`src/rtl/dram_ref_pkg.sv`:
```
package dram_ref_pkg;

  typedef enum logic [2:0] {
    ST_PWR,
    ST_IDLE,
    ST_CSR,
    ST_RAS,
    ST_PRE
  } ref_state_e;

  // nanoseconds to whole clock cycles, rounded up, never below one
  function automatic int ns_to_cyc(input int ns, input int mhz);
    int c;
    c = (ns * mhz + 999) / 1000;
    if (c < 1) c = 1;
    return c;
  endfunction

  function automatic int imax(input int a, input int b);
    return (a > b) ? a : b;
  endfunction

  function automatic int ras_low_ns(input int grade);
    return 50 + 10 * grade;
  endfunction

  function automatic int precharge_ns(input int grade);
    return 30 + 10 * grade;
  endfunction

  // cycles between refresh obligations, rounded down so refresh is early
  function automatic int refresh_interval(input int ret_us, input int mhz, input int rows);
    return (ret_us * mhz) / rows;
  endfunction

endpackage

```
`src/rtl/ref_interval_timer.sv`:
```
module ref_interval_timer #(
  parameter int IVL = 3906
) (
  input  logic clk,
  input  logic rst_n,
  input  logic en,
  output logic tick
);
  localparam int CW = $clog2(IVL + 1);

  logic [CW-1:0] cnt_q;

  assign tick = en && (cnt_q == CW'(IVL - 1));

  always_ff @(posedge clk) begin
    if (!rst_n)       cnt_q <= '0;
    else if (!en)     cnt_q <= '0;
    else if (tick)    cnt_q <= '0;
    else              cnt_q <= cnt_q + 1'b1;
  end
endmodule

```
`src/rtl/ref_pending_ctr.sv`:
```
module ref_pending_ctr #(
  parameter int MAX_PENDING = 8,
  localparam int PW = $clog2(MAX_PENDING + 1)
) (
  input  logic          clk,
  input  logic          rst_n,
  input  logic          inc,
  input  logic          dec,
  output logic [PW-1:0] pend,
  output logic          nonzero
);
  logic full;

  assign full    = (pend == PW'(MAX_PENDING));
  assign nonzero = (pend != '0);

  always_ff @(posedge clk) begin
    if (!rst_n) begin
      pend <= '0;
    end else if (inc && !dec) begin
      if (!full) pend <= pend + 1'b1;
    end else if (dec && !inc) begin
      pend <= pend - 1'b1;
    end
  end
endmodule

```
`src/rtl/ref_cycle_fsm.sv`:
```
module ref_cycle_fsm
  import dram_ref_pkg::*;
#(
  parameter int PWR_CYC     = 50000,
  parameter int T_CSR       = 3,
  parameter int T_RAS       = 13,
  parameter int T_RP        = 8,
  parameter int INIT_CYCLES = 8
) (
  input  logic clk,
  input  logic rst_n,
  input  logic grant,
  input  logic pend_nz,
  output logic ras_n,
  output logic cas_n,
  output logic done,
  output logic init_done,
  output logic busy,
  output logic take,
  output logic pwr_wait
);
  localparam int TW = $clog2(imax(imax(PWR_CYC, T_RAS), imax(T_CSR, T_RP)) + 1);
  localparam int IW = $clog2(INIT_CYCLES + 1);

  ref_state_e    st_q, st_d;
  logic [TW-1:0] tmr_q;
  logic [TW-1:0] limit;
  logic [IW-1:0] icnt_q;
  logic          init_q;
  logic          last;
  logic          bump_init;
  logic          init_last;

  always_comb begin
    case (st_q)
      ST_PWR:  limit = TW'(PWR_CYC);
      ST_CSR:  limit = TW'(T_CSR);
      ST_RAS:  limit = TW'(T_RAS);
      ST_PRE:  limit = TW'(T_RP);
      default: limit = TW'(1);
    endcase
  end

  assign last      = (tmr_q == limit - 1'b1);
  assign init_last = (icnt_q == IW'(INIT_CYCLES - 1));

  always_comb begin
    st_d      = st_q;
    take      = 1'b0;
    done      = 1'b0;
    bump_init = 1'b0;
    case (st_q)
      ST_PWR:  if (last) st_d = ST_CSR;
      ST_IDLE: if (pend_nz && grant) begin
                 st_d = ST_CSR;
                 take = 1'b1;
               end
      ST_CSR:  if (last) st_d = ST_RAS;
      ST_RAS:  if (last) st_d = ST_PRE;
      ST_PRE:  if (last) begin
                 done = 1'b1;
                 if (!init_q) begin
                   bump_init = 1'b1;
                   st_d = init_last ? ST_IDLE : ST_CSR;
                 end else if (pend_nz) begin
                   st_d = ST_CSR;
                   take = 1'b1;
                 end else begin
                   st_d = ST_IDLE;
                 end
               end
      default: st_d = ST_IDLE;
    endcase
  end

  always_ff @(posedge clk) begin
    if (!rst_n) begin
      st_q   <= ST_PWR;
      tmr_q  <= '0;
      icnt_q <= '0;
      init_q <= 1'b0;
    end else begin
      st_q  <= st_d;
      tmr_q <= ((st_d != st_q) || (st_q == ST_IDLE)) ? '0 : tmr_q + 1'b1;
      if (bump_init) begin
        icnt_q <= icnt_q + 1'b1;
        if (init_last) init_q <= 1'b1;
      end
    end
  end

  assign ras_n     = (st_q != ST_RAS);
  assign cas_n     = !((st_q == ST_CSR) || (st_q == ST_RAS));
  assign busy      = (st_q != ST_IDLE);
  assign pwr_wait  = (st_q == ST_PWR);
  assign init_done = init_q;
endmodule

```
`src/rtl/dram_refresh_sched.sv`:
```
module dram_refresh_sched
  import dram_ref_pkg::*;
#(
  parameter int CLK_MHZ      = 250,
  parameter int SPEED_GRADE  = 0,
  parameter int LOW_POWER    = 0,
  parameter int ROWS         = 2048,
  parameter int POWERUP_US   = 200,
  parameter int RETENTION_US = (LOW_POWER != 0) ? 128000 : 32000,
  parameter int INIT_CYCLES  = 8,
  parameter int MAX_PENDING  = 8
) (
  input  logic clk,
  input  logic rst_n,
  input  logic grant,
  output logic refresh_req,
  output logic refresh_done,
  output logic init_done,
  output logic ras_n,
  output logic cas_n,
  output logic we_n
);
  localparam int T_CSR   = ns_to_cyc(10, CLK_MHZ);
  localparam int T_CHR   = ns_to_cyc(10, CLK_MHZ);
  localparam int T_RPC   = ns_to_cyc(5, CLK_MHZ);
  localparam int T_RAS   = imax(ns_to_cyc(ras_low_ns(SPEED_GRADE), CLK_MHZ), T_CHR);
  localparam int T_RP    = imax(ns_to_cyc(precharge_ns(SPEED_GRADE), CLK_MHZ), T_RPC);
  localparam int PWR_CYC = POWERUP_US * CLK_MHZ;
  localparam int IVL     = refresh_interval(RETENTION_US, CLK_MHZ, ROWS);
  localparam int PW      = $clog2(MAX_PENDING + 1);

  // named internal events, observed by the bound checker
  logic          tick;
  logic          take;
  logic          pwr_wait;
  logic          busy;
  logic          pend_nz;
  logic [PW-1:0] pend_cnt;

  ref_interval_timer #(.IVL(IVL)) u_timer (
    .clk  (clk),
    .rst_n(rst_n),
    .en   (init_done),
    .tick (tick)
  );

  ref_pending_ctr #(.MAX_PENDING(MAX_PENDING)) u_pend (
    .clk    (clk),
    .rst_n  (rst_n),
    .inc    (tick),
    .dec    (take),
    .pend   (pend_cnt),
    .nonzero(pend_nz)
  );

  ref_cycle_fsm #(
    .PWR_CYC    (PWR_CYC),
    .T_CSR      (T_CSR),
    .T_RAS      (T_RAS),
    .T_RP       (T_RP),
    .INIT_CYCLES(INIT_CYCLES)
  ) u_fsm (
    .clk      (clk),
    .rst_n    (rst_n),
    .grant    (grant),
    .pend_nz  (pend_nz),
    .ras_n    (ras_n),
    .cas_n    (cas_n),
    .done     (refresh_done),
    .init_done(init_done),
    .busy     (busy),
    .take     (take),
    .pwr_wait (pwr_wait)
  );

  assign refresh_req = init_done && (pend_nz || busy);
  assign we_n        = 1'b1;
endmodule

```
`config.mk`:
```
export PLATFORM = sky130hd
export DESIGN_NAME = dram_refresh_sched
export DESIGN_NICKNAME = d
export VERILOG_FILES = /design/src/rtl/dram_ref_pkg.sv /design/src/rtl/ref_interval_timer.sv /design/src/rtl/ref_pending_ctr.sv /design/src/rtl/ref_cycle_fsm.sv /design/src/rtl/dram_refresh_sched.sv
export SDC_FILE = /design/constraint.sdc
export NUM_CORES = 1
export LEC_CHECK = 0
export ABC_AREA = 1
export BUFFER_PORTS_ARGS = -buffer_cell sky130_fd_sc_hd__buf_4
export CORE_MARGIN = 8
export CORE_UTILIZATION = 46
export DETAILED_ROUTE_END_ITERATION = 12
export PLACE_DENSITY = 0.64
export SYNTH_ARGS = -nofsm -noshare
export SYNTH_HDL_FRONTEND = slang
export SYNTH_SLANG_ARGS = --single-unit
export TNS_END_PERCENT = 20
```
`constraint.sdc`:
```
create_clock -name clk -period 2.8 [get_ports clk]
set_input_delay 0.56 -clock clk [delete_from_list [all_inputs] [get_ports clk]]
set_output_delay 0.56 -clock clk [all_outputs]
set_load 0.01 [all_outputs]
```
==> reports/results.ini <==
[run_status]
run_status = finished, final reports clean

[drt]
via_count = 2110
routedWlPerCell_um = 10.9
drt-total-wl_um = 4790
drcViolationCount = 0
first_pass_iters = 4
ant_nets = 0
drt_iter0_drc = 76
via_per_inst = 4.81

[yosys]
synthesis.nets = 358
synthTopCellsByCount = nand2_1 (72), nor2_1 (56), inv_1 (49)
synthArstFlopShare_pct = 0
syn_area_um2 = 2440
synth-seq-cells = 40
ys.flop_type = dfxtp_1
yosys.area.top_type_share_pct = 32.8
synth_area_leaders = dfxtp_1 (33%), nand2_1 (11%), nor2_1 (8.6%)
ys_seq_area_share_pct = 32.8
synth-edff-count = 0
ys_types = 34
synth.most_common_cell = nand2_1
synth-warning-count = 0
avgSynthCellArea_um2 = 7.03
synth_top_cell_by_area = dfxtp_1
syn_inst = 347

[cts]
cts.path.max_buffers = 2
cts_hold_buf = 0
tritoncts = built
root_buffer = clkbuf_8
clock_latency_ns = 0.30
cts_made_buffers = 5
clkSlewWorstSetupHoldPaths_ns = 0.09
cts_max_level = 2
cts_sinks = 40

[layout]
syn2layout_area_growth_pct = 14.9
drive_gt1_share_pct = 19.0
num_antenna_cells = 0
multi_input_area_um2 = 1460
fin_util_pct = 54.9
fillCellCount = 508
nets = 379
regArea_um2 = 802

[sta]
tns_ns = 0
fmax_mhz = 378
finClkSkew_ns = 0.00671
slew_viol_final = 0
fin_crit_sh_pct = 94.5
finalSetupViolations = 0
hold_viol = 0
timing.hold.ws_ns = 0.470
final.setup.worst_slack_ns = 0.153
relSlewSlack_pct = 66.7
fin_crit_ns = 2.65
tightest_slew_ns = 0.498

[worst_setup_path]
crit_chain = inv_2 -> nand2_2 -> nor2_4 -> inv_2 -> ha_4 -> inv_1 -> nand2_1 -> nand2_1 -> nand3b_4 -> nor2_4 -> nand4_1 -> nand3_2 -> buf_6 -> ha_1 -> a31oi_2 -> inv_1 -> nand4_1 -> nand2_1 -> a21oi_1 -> nor2_1
r2r_setup_slack_ns = 0.15
cp_common_cell = nand2_1
critical_path_class = flop to flop
crit_path_top_delay_cell = dfxtp_2
critPathMaxStageDelay_ns = 0.33
critPathMaxFanout = 3
critPathRequiredTime_ns = 3.01
startpoint_type = flop
worstPathArrival_ns = 2.85
cp-end-kind = flop

[placement]
numPortBuffers = 7
gp_congestion = 0.881
post-place-ws_ns = 0.108
place_hpwl_um = 3500

[floorplan]
core_area_um2 = 5110
ios = 9
die_area_um2 = 7890
die_w_um = 88.8
num_rows = 26
die_h_um = 88.8
initial_core_util_pct = 47.8

[pwr]
leakage_nw = 1.13
max-vdd-ir-drop_mv = 0.324
seqPwrFrac_pct = 51.7
switching_share_pct = 23.5
p_int_mw = 0.856
pwr-share-comb_pct = 3.8
power.density_nw_per_um2 = 399
clkPwrFrac_pct = 44.5
power.switching_mw = 0.263

[hold_path]
hold_path.class = flop to flop

[run]
maxCapViolations = 0

[global_route]
grt_pass1_vias = 2009
grt.overflow.total = 0
met3_usage_pct = 3.44
grt_pass1_wl_um = 8650
grtUsageMet2_pct = 21.4
grt_antenna_before_repair = 0
busiest_layer = met2
grt_max_degree = 17
grt_usage_pct = 13.9
grtUsageMet1_pct = 17.3

-- state kept, by name (all words and copies together) (netlist names) --
| signal | flops |
|---|---|
| u_fsm.tmr_q | 16 |
| u_timer.cnt_q | 12 |
| u_fsm.icnt_q | 4 |
| u_pend.pend | 4 |
| u_fsm.st_q | 3 |
| u_fsm.init_done | 1 |
-- kinds of logic (layout without fill, tap and decap cells) --
logic type                 count (synthesis)  in the layout  share of synthesized area [%]
buffers and inverters                     57             79                           9.69
xor gates and xnor gates                  18             18                           6.46
other                                      1              1                          0.154
DFF                                       40             40                           32.8
and+or+nand+nor                          200            200                           41.1
adders and majority gates                  8              8                           4.41
AOI/OAI and AO/OA                         23             23                           5.33
-- final cells by class --
type / instances / share of cell area [%]
tap: 70 / 3.12
sequential: 40 / 28.6
clock inverter: 3 / 1.70
clock buffer: 5 / 2.45
multi-input combinational: 250 / 51.9
inverter: 52 / 6.96
timing repair buffer: 19 / 5.22
-- final timing paths --
kind | start | endpoint | depth (start not counted)
setup reg to reg | u_fsm.st_q[2] | u_pend.pend[3] | 20
setup / recovery | u_fsm.st_q[2] | u_pend.pend[3] | 20
hold reg to reg | u_fsm.icnt_q[1] | u_fsm.icnt_q[1] | 2
hold / removal | u_fsm.icnt_q[1] | u_fsm.icnt_q[1] | 2
-- repair_timing --
action	in CTS	in global routing
gates resized for setup	0	13
setup endpoints to repair	0	2
setup buffers	0	3
-- layer usage --
metal,vias up,routed length (um)
met2,30,2110
met3,10,188
li1,1116,-
met4,0,96
met5,-,0
met1,954,2400
-- worst max-delay path, delay by kind of cell (launching register included) --
kind                       cells  cell delay (ns)
AOI/OAI and AO/OA              2             0.31
adders and majority gates      2             0.47
buffers and inverters          5             0.31
DFF                            1             0.33
and+or+nand+nor               11             1.11
-- layout by cell type (no fill, tap or decap), types with 2 or more instances in the layout --
master	n
a21oi_1	9
buf_4	18
clkbuf_8	5
clkinv_4	2
dfxtp_1	39
ha_1	5
ha_4	2
inv_1	47
inv_2	5
nand2_1	71
nand2_2	7
nand2_4	3
nand3_1	20
nand3_2	2
nand3b_1	3
nand4_1	8
nor2_1	54
nor2_2	4
nor2_4	15
nor3_1	6
nor3b_1	4
o21a_1	2
o21ai_0	8
xnor2_1	8
xor2_1	10
-- power by group through the flow --
| stage | Clock, mW | Sequential [mW] | Combinational [mW] |
|---|---|---|---|
| floorplan | 0 | 0.589 | 0.0420 |
| global placement | 0 | 0.592 | 0.0420 |
| detailed placement | 0 | 0.592 | 0.0426 |
| CTS | 0.520 | 0.579 | 0.0428 |
| global route | 0.538 | 0.580 | 0.0475 |
| finish | 0.498 | 0.579 | 0.0420 |
-- per-stage QoR --
step	total power, mW	instances	cell area [um2]
after floorplan	0.631	347	2440
after global placement	0.634	428	2610
after detailed placement	0.635	428	2610
after CTS	1.14	436	2730
after global routing	1.17	439	2800
final	1.12	439	2800
Power figures use the tool's default switching activity.
